**src/rtl/tgg_pkg.sv**
```systemverilog
package tgg_pkg;
  // Control bits decoded from the stored output byte
  typedef struct packed {
    logic gate;
    logic spk_en;
  } tgg_ctl_t;
endpackage

```
**src/rtl/tgg_rst_sync.sv**
```systemverilog
module tgg_rst_sync #(
  parameter int STAGES = 2
) (
  input  logic clk,
  input  logic rst_n,
  output logic rst_sync_n
);
  logic [STAGES-1:0] chain_q;
  logic [STAGES-1:0] chain_d;

  always_comb begin
    chain_d = {chain_q[STAGES-2:0], 1'b1};
  end

  always_ff @(posedge clk or negedge rst_n) begin
    if (!rst_n) chain_q <= '0;
    else        chain_q <= chain_d;
  end

  assign rst_sync_n = chain_q[STAGES-1];
endmodule

```
**src/rtl/tgg_portb_reg.sv**
```systemverilog
module tgg_portb_reg
  import tgg_pkg::*;
#(
  parameter int DW       = 8,
  parameter int GATE_BIT = 0,
  parameter int SPK_BIT  = 1
) (
  input  logic          clk,
  input  logic          rst_n,
  input  logic          wr_en,
  input  logic [DW-1:0] wr_data,
  output logic [DW-1:0] byte_q,
  output tgg_ctl_t      ctl_q,
  output tgg_ctl_t      ctl_next
);
  logic [DW-1:0] byte_d;

  always_comb begin
    byte_d = byte_q;
    if (wr_en) byte_d = wr_data;
  end

  always_ff @(posedge clk or negedge rst_n) begin
    if (!rst_n) byte_q <= '0;
    else        byte_q <= byte_d;
  end

  always_comb begin
    ctl_q.gate      = byte_q[GATE_BIT];
    ctl_q.spk_en    = byte_q[SPK_BIT];
    ctl_next.gate   = byte_d[GATE_BIT];
    ctl_next.spk_en = byte_d[SPK_BIT];
  end
endmodule

```
**src/rtl/tgg_spk_drv.sv**
```systemverilog
module tgg_spk_drv (
  input  logic clk,
  input  logic rst_n,
  input  logic en_next,
  input  logic tmr_lvl,
  output logic spk_q
);
  logic spk_d;

  always_comb begin
    spk_d = en_next & tmr_lvl;
  end

  always_ff @(posedge clk or negedge rst_n) begin
    if (!rst_n) spk_q <= 1'b0;
    else        spk_q <= spk_d;
  end
endmodule

```
**src/rtl/tgg_stat_reg.sv**
```systemverilog
module tgg_stat_reg #(
  parameter int DW        = 8,
  parameter int FREE_BIT  = 5,
  parameter int GATED_BIT = 4
) (
  input  logic          clk,
  input  logic          rst_n,
  input  logic          rd_en,
  input  logic          gate_cur,
  input  logic          tmr_lvl,
  output logic [DW-1:0] stat_q
);
  logic [DW-1:0] stat_d;
  logic [DW-1:0] load_en;

  for (genvar i = 0; i < DW; i++) begin : g_bit
    if (i == FREE_BIT) begin : g_free
      always_comb load_en[i] = rd_en;
    end else if (i == GATED_BIT) begin : g_gated
      always_comb load_en[i] = rd_en & gate_cur;
    end else begin : g_fixed
      always_comb load_en[i] = 1'b0;
    end
    always_comb stat_d[i] = load_en[i] ? tmr_lvl : stat_q[i];
  end

  always_ff @(posedge clk or negedge rst_n) begin
    if (!rst_n) stat_q <= '0;
    else        stat_q <= stat_d;
  end
endmodule

```
**src/rtl/tone_gate_glue.sv**
```systemverilog
module tone_gate_glue
  import tgg_pkg::*;
#(
  parameter int DW        = 8,
  parameter int GATE_BIT  = 0,
  parameter int SPK_BIT   = 1,
  parameter int GATED_BIT = 4,
  parameter int FREE_BIT  = 5,
  parameter int SYNC_LEN  = 2
) (
  input  logic          clk,
  input  logic          rst_n,
  input  logic          pb_wr,
  input  logic [DW-1:0] pb_data,
  input  logic          tmr_out,
  input  logic          pc_rd,
  output logic [DW-1:0] pb_q,
  output logic          gate_o,
  output logic          spk_o,
  output logic [DW-1:0] pc_stat
);
  logic     rst_sync_n;
  tgg_ctl_t ctl_q;
  tgg_ctl_t ctl_next;

  tgg_rst_sync #(.STAGES(SYNC_LEN)) u_rst (
    .clk(clk), .rst_n(rst_n), .rst_sync_n(rst_sync_n)
  );

  tgg_portb_reg #(.DW(DW), .GATE_BIT(GATE_BIT), .SPK_BIT(SPK_BIT)) u_pb (
    .clk(clk), .rst_n(rst_sync_n), .wr_en(pb_wr), .wr_data(pb_data),
    .byte_q(pb_q), .ctl_q(ctl_q), .ctl_next(ctl_next)
  );

  tgg_spk_drv u_spk (
    .clk(clk), .rst_n(rst_sync_n), .en_next(ctl_next.spk_en),
    .tmr_lvl(tmr_out), .spk_q(spk_o)
  );

  tgg_stat_reg #(.DW(DW), .FREE_BIT(FREE_BIT), .GATED_BIT(GATED_BIT)) u_stat (
    .clk(clk), .rst_n(rst_sync_n), .rd_en(pc_rd), .gate_cur(ctl_q.gate),
    .tmr_lvl(tmr_out), .stat_q(pc_stat)
  );

  assign gate_o = ctl_q.gate;
endmodule

```
**config.mk**
```make
export PLATFORM = sky130hd
export DESIGN_NAME = tone_gate_glue
export DESIGN_NICKNAME = d
export VERILOG_FILES = /design/src/rtl/tgg_pkg.sv /design/src/rtl/tgg_rst_sync.sv /design/src/rtl/tgg_portb_reg.sv /design/src/rtl/tgg_spk_drv.sv /design/src/rtl/tgg_stat_reg.sv /design/src/rtl/tone_gate_glue.sv
export SDC_FILE = /design/constraint.sdc
export NUM_CORES = 1
export LEC_CHECK = 0
export ABC_AREA = 1
export ABC_CLOCK_PERIOD_IN_PS = 1500
export BUFFER_PORTS_ARGS = -buffer_cell sky130_fd_sc_hd__clkbuf_2
export CORE_AREA = 3 3 40 42
export CTS_BUF_LIST = sky130_fd_sc_hd__clkbuf_8
export CTS_CLUSTER_DIAMETER = 30
export DETAILED_ROUTE_END_ITERATION = 8
export DIE_AREA = 0 0 43 45
export PLACE_DENSITY = 0.75
export SLEW_MARGIN = 10
export SYNTH_ARGS = -nofsm -noshare
export SYNTH_HDL_FRONTEND = slang
export SYNTH_SLANG_ARGS = --single-unit
```
**constraint.sdc**
```tcl
create_clock -name clk -period 1.5 [get_ports clk]
set_input_delay 0.075 -clock clk [delete_from_list [all_inputs] [get_ports clk]]
set_output_delay 0.075 -clock clk [all_outputs]
set_load 0.05 [all_outputs]
```
==> run_summary.xml <==
<?xml version="1.0" encoding="UTF-8"?>
<metrics>
  <group name="final_layout">
    <metric name="post_route_non_filler_standard_cell_count" unit="">99</metric>
    <metric name="areaGrowthSynthToFinish" unit="%">27.29</metric>
    <metric name="fill_cells" unit="">118</metric>
    <metric name="drive_gt1_share" unit="%">36.90</metric>
    <metric name="finish.net_count" unit="">98</metric>
    <metric name="antenna_cells" unit="">0</metric>
  </group>
  <group name="clocking">
    <metric name="cts_buffer_depth" unit="">2</metric>
    <metric name="cts_tree" unit="">yes</metric>
    <metric name="post_cts.resized_instances" unit="">0</metric>
    <metric name="cts_buffers" unit="">3</metric>
    <metric name="cts.htree.levels" unit="">1</metric>
    <metric name="clockRootBuffer" unit="">sky130_fd_sc_hd__clkbuf_8</metric>
    <metric name="clock_sinks" unit="">13</metric>
    <metric name="cts.clk_slew.worst_paths" unit="ps">50</metric>
    <metric name="postCtsSetupBuffers" unit="">0</metric>
    <metric name="insertion_delay" unit="ps">230</metric>
  </group>
  <group name="detailed_routing">
    <metric name="drt_first_pass_iters" unit="">2</metric>
    <metric name="drt_first_iter_violations" unit="">1</metric>
    <metric name="highest_layer" unit="">met3</metric>
    <metric name="met3RoutedLength" unit="µm">62</metric>
    <metric name="routed_wl" unit="µm">989</metric>
    <metric name="route.antenna.remaining_nets" unit="">0</metric>
    <metric name="detailroute.wirelength.met2" unit="µm">525</metric>
    <metric name="detail_route.vias_per_cell" unit="">3.990</metric>
    <metric name="via_count" unit="">395</metric>
    <metric name="drc_violation_count_after_routing" unit="">0</metric>
    <metric name="wl_per_cell" unit="µm">9.990</metric>
    <metric name="m1WireLength" unit="µm">400</metric>
  </group>
  <group name="synth">
    <metric name="syn_inst" unit="">58</metric>
    <metric name="synthDominantCellAreaShare" unit="%">59.63</metric>
    <metric name="avgSynthCellArea" unit="µm²">9.406</metric>
    <metric name="ys_top_cells_by_count" unit="">sky130_fd_sc_hd__nand2_1 (24), sky130_fd_sc_hd__dfrtp_1 (13), sky130_fd_sc_hd__buf_4 (7)</metric>
    <metric name="synth-warning-count" unit="">0</metric>
    <metric name="ys_ff_latch" unit="">13</metric>
    <metric name="synth_largest_area_cell" unit="">sky130_fd_sc_hd__dfrtp_1</metric>
    <metric name="ys_async_sr_fraction" unit="%">100.0</metric>
    <metric name="netlist_area" unit="µm²">545.5</metric>
    <metric name="synth.top_cells.by_area" unit="">sky130_fd_sc_hd__dfrtp_1 (60%), sky130_fd_sc_hd__nand2_1 (17%), sky130_fd_sc_hd__buf_4 (9.6%), sky130_fd_sc_hd__inv_1 (2.8%), sky130_fd_sc_hd__buf_6 (2.1%)</metric>
    <metric name="synth-edff-count" unit="">0</metric>
    <metric name="dominantRegCellSynth" unit="">sky130_fd_sc_hd__dfrtp_1</metric>
    <metric name="seq_area_frac_synth" unit="%">59.63</metric>
    <metric name="synth.lib_cells_used.distinct" unit="">13</metric>
    <metric name="synth_most_common_cell" unit="">sky130_fd_sc_hd__nand2_1</metric>
  </group>
  <group name="floorplan">
    <metric name="die_area" unit="µm²">1935</metric>
    <metric name="die_width" unit="µm">43</metric>
    <metric name="design.portCount" unit="">31</metric>
    <metric name="design.core.area" unit="µm²">1285</metric>
    <metric name="initial_utilization" unit="%">42.45</metric>
    <metric name="die-height" unit="µm">45</metric>
    <metric name="core.rowCount" unit="">13</metric>
  </group>
  <group name="critical_path">
    <metric name="cpMaxStageDelayCell" unit="">sky130_fd_sc_hd__dfrtp_1</metric>
    <metric name="sort_of_element_at_the_start_of_the_critical_path" unit="">register</metric>
    <metric name="critical_path_class" unit="">register to primary output</metric>
    <metric name="crit_required" unit="ps">1420</metric>
    <metric name="path_cells" unit="">clkbuf_2</metric>
    <metric name="worst-path-max-fanout" unit="">4</metric>
    <metric name="critPathTopFamily" unit="">flip-flops</metric>
    <metric name="timing.critical_path.slowest_cell_delay" unit="ps">380</metric>
    <metric name="cp-end-kind" unit="">primary output</metric>
    <metric name="worstPathArrival" unit="ps">910</metric>
    <metric name="crit_buf_inv" unit="">1</metric>
  </group>
  <group name="min_path">
    <metric name="hold_path.class" unit="">input port to register</metric>
  </group>
  <group name="pwr">
    <metric name="combinationalPowerShare" unit="%">25.4</metric>
    <metric name="pwr_density_cell" unit="nW/µm²">1341</metric>
    <metric name="irDropWorstVdd" unit="mV">0.6462</metric>
    <metric name="clock_power_share" unit="%">31.2</metric>
    <metric name="power.switching" unit="mW">0.3214</metric>
    <metric name="seqPwrFrac" unit="%">43.3</metric>
    <metric name="power.leakage" unit="nW">0.4219</metric>
    <metric name="internal_power" unit="mW">0.6101</metric>
    <metric name="power.switching_fraction" unit="%">34.50</metric>
  </group>
  <group name="global_route">
    <metric name="grt_antenna_before_repair" unit="">0</metric>
    <metric name="via_count_of_the_first_global_routing_pass" unit="">397</metric>
    <metric name="grt_overflow_total" unit="">0</metric>
    <metric name="grt_first_pass_wirelength" unit="µm">1614</metric>
    <metric name="grt_max_degree" unit="">12</metric>
    <metric name="global_route.usage.total" unit="%">11.36</metric>
  </group>
  <group name="placement">
    <metric name="hpwl" unit="µm">800.8</metric>
    <metric name="io_buffers" unit="">24</metric>
    <metric name="dp_cells" unit="">94</metric>
    <metric name="routabilityCongestion" unit="">0.6749</metric>
  </group>
  <group name="timing">
    <metric name="unrepaired_setup_endpoints_after_global_routing" unit="">false</metric>
    <metric name="post_route_clock_skew" unit="ps">2.184</metric>
    <metric name="report.final.slew_viol_count" unit="">0</metric>
    <metric name="setup-violations-final" unit="">0</metric>
    <metric name="post-route-period-util" unit="%">65.54</metric>
    <metric name="maxClockFrequency" unit="GHz">1.017</metric>
    <metric name="report.final.hold_viol_count" unit="">0</metric>
    <metric name="post-route-min-period" unit="ps">983.1</metric>
    <metric name="finalSetupTns" unit="ps">0</metric>
  </group>
  <group name="outcome">
    <metric name="run_status" unit="">completed</metric>
  </group>
  <group name="run">
    <metric name="max_cap_violations" unit="">0</metric>
  </group>
</metrics>
## state kept, by name (all words and copies together) (netlist names)
register	count
u_spk.spk_q	1
u_stat.stat_q	2
u_rst.chain_q	2
u_pb.byte_q	8
## metrics by stage
step	utilization (%)	instance area [µm²]	hold slack [ps]	setup WS (ps)	total power [mW]
6_report	54.04	694.4	36.78	516.9	0.9315
2_1_floorplan	-	564.3	-220.6	487.1	0.6058
5_1_grt	54.04	694.4	41.55	484.0	0.9806
3_3_place_gp	49.76	639.4	-138.0	779.4	0.6425
3_5_place_dp	49.76	639.4	-137.5	764.5	0.6475
4_1_cts	54.04	694.4	37.15	507.8	0.9411
## cells in the final DEF, fill, tap and decap left out
master                           n
sky130_fd_sc_hd__dfrtp_1        13
sky130_fd_sc_hd__o21ai_0         1
sky130_fd_sc_hd__nand2_4         1
sky130_fd_sc_hd__inv_4           1
sky130_fd_sc_hd__nand2_1        24
sky130_fd_sc_hd__dlygate4sd3_1   1
sky130_fd_sc_hd__inv_1           5
sky130_fd_sc_hd__a21oi_1         1
sky130_fd_sc_hd__clkbuf_2       24
sky130_fd_sc_hd__clkbuf_8        3
sky130_fd_sc_hd__conb_1          7
sky130_fd_sc_hd__nand2_2         1
sky130_fd_sc_hd__nor2_1          1
sky130_fd_sc_hd__nor2_2          1
## tightest hold or removal path, delay by kind of cell
kind | cells | cell delay [ps]
buffers and inverters | 1 | 80
AND/OR/NAND/NOR | 2 | 90
## timing repair
item | in CTS | in global routing
hold endpoints to repair | 2 | 0
hold buffers | 1 | 0
setup endpoints to repair | 0 | 0
## metal layers
metal  GRT usage [%]  vias up
met2           20.06       13
met4           7.229        0
met1           12.44      175
met5               0        -
li1                -      207
met3           2.390        0
## final timing paths
check	startpoint	end	slack, ps	depth (start not counted)
min in group asynchronous	rst_n	u_rst.chain_q[0]	150	2
max	u_pb.byte_q[0]	gate_o	520	1
max in group asynchronous	u_rst.chain_q[1]	u_pb.byte_q[1]	1010	0
max reg2reg	u_pb.byte_q[1]	u_pb.byte_q[1]	770	4
min reg2reg	u_rst.chain_q[1]	u_pb.byte_q[2]	180	0
min	pb_data[2]	u_pb.byte_q[2]	40	3
## power groups by stage
stage                     sequential (mW)  combinational (mW)  clock (mW)
after global routing                0.409               0.251       0.321
after global placement              0.408               0.234           0
after floorplan                     0.509              0.0972           0
after detailed placement            0.410               0.237           0
after CTS                           0.404               0.240       0.297
final                               0.404               0.237       0.291
## cell type report
cell class	count	area (µm²)	share of cell area [%]
flip-flops and latches	13	325.3	46.85
inverters	5	21.27	3.063
clock buffers	3	41.29	5.946
clock inverters	1	3.754	0.5405
well taps	15	18.77	2.703
repair buffers	25	130.1	18.74
multi-input cells	37	153.9	22.16
## logic make-up (layout without fill, tap and decap cells)
logic type / Yosys count / after routing / synth area share (%)
flops: 13 / 13 / 59.63
simple gates: 28 / 28 / 21.56
compound gates: 2 / 2 / 1.833
other cells: 2 / 7 / 1.377
buf+inv: 13 / 34 / 15.60
Power figures use the tool's default switching activity.
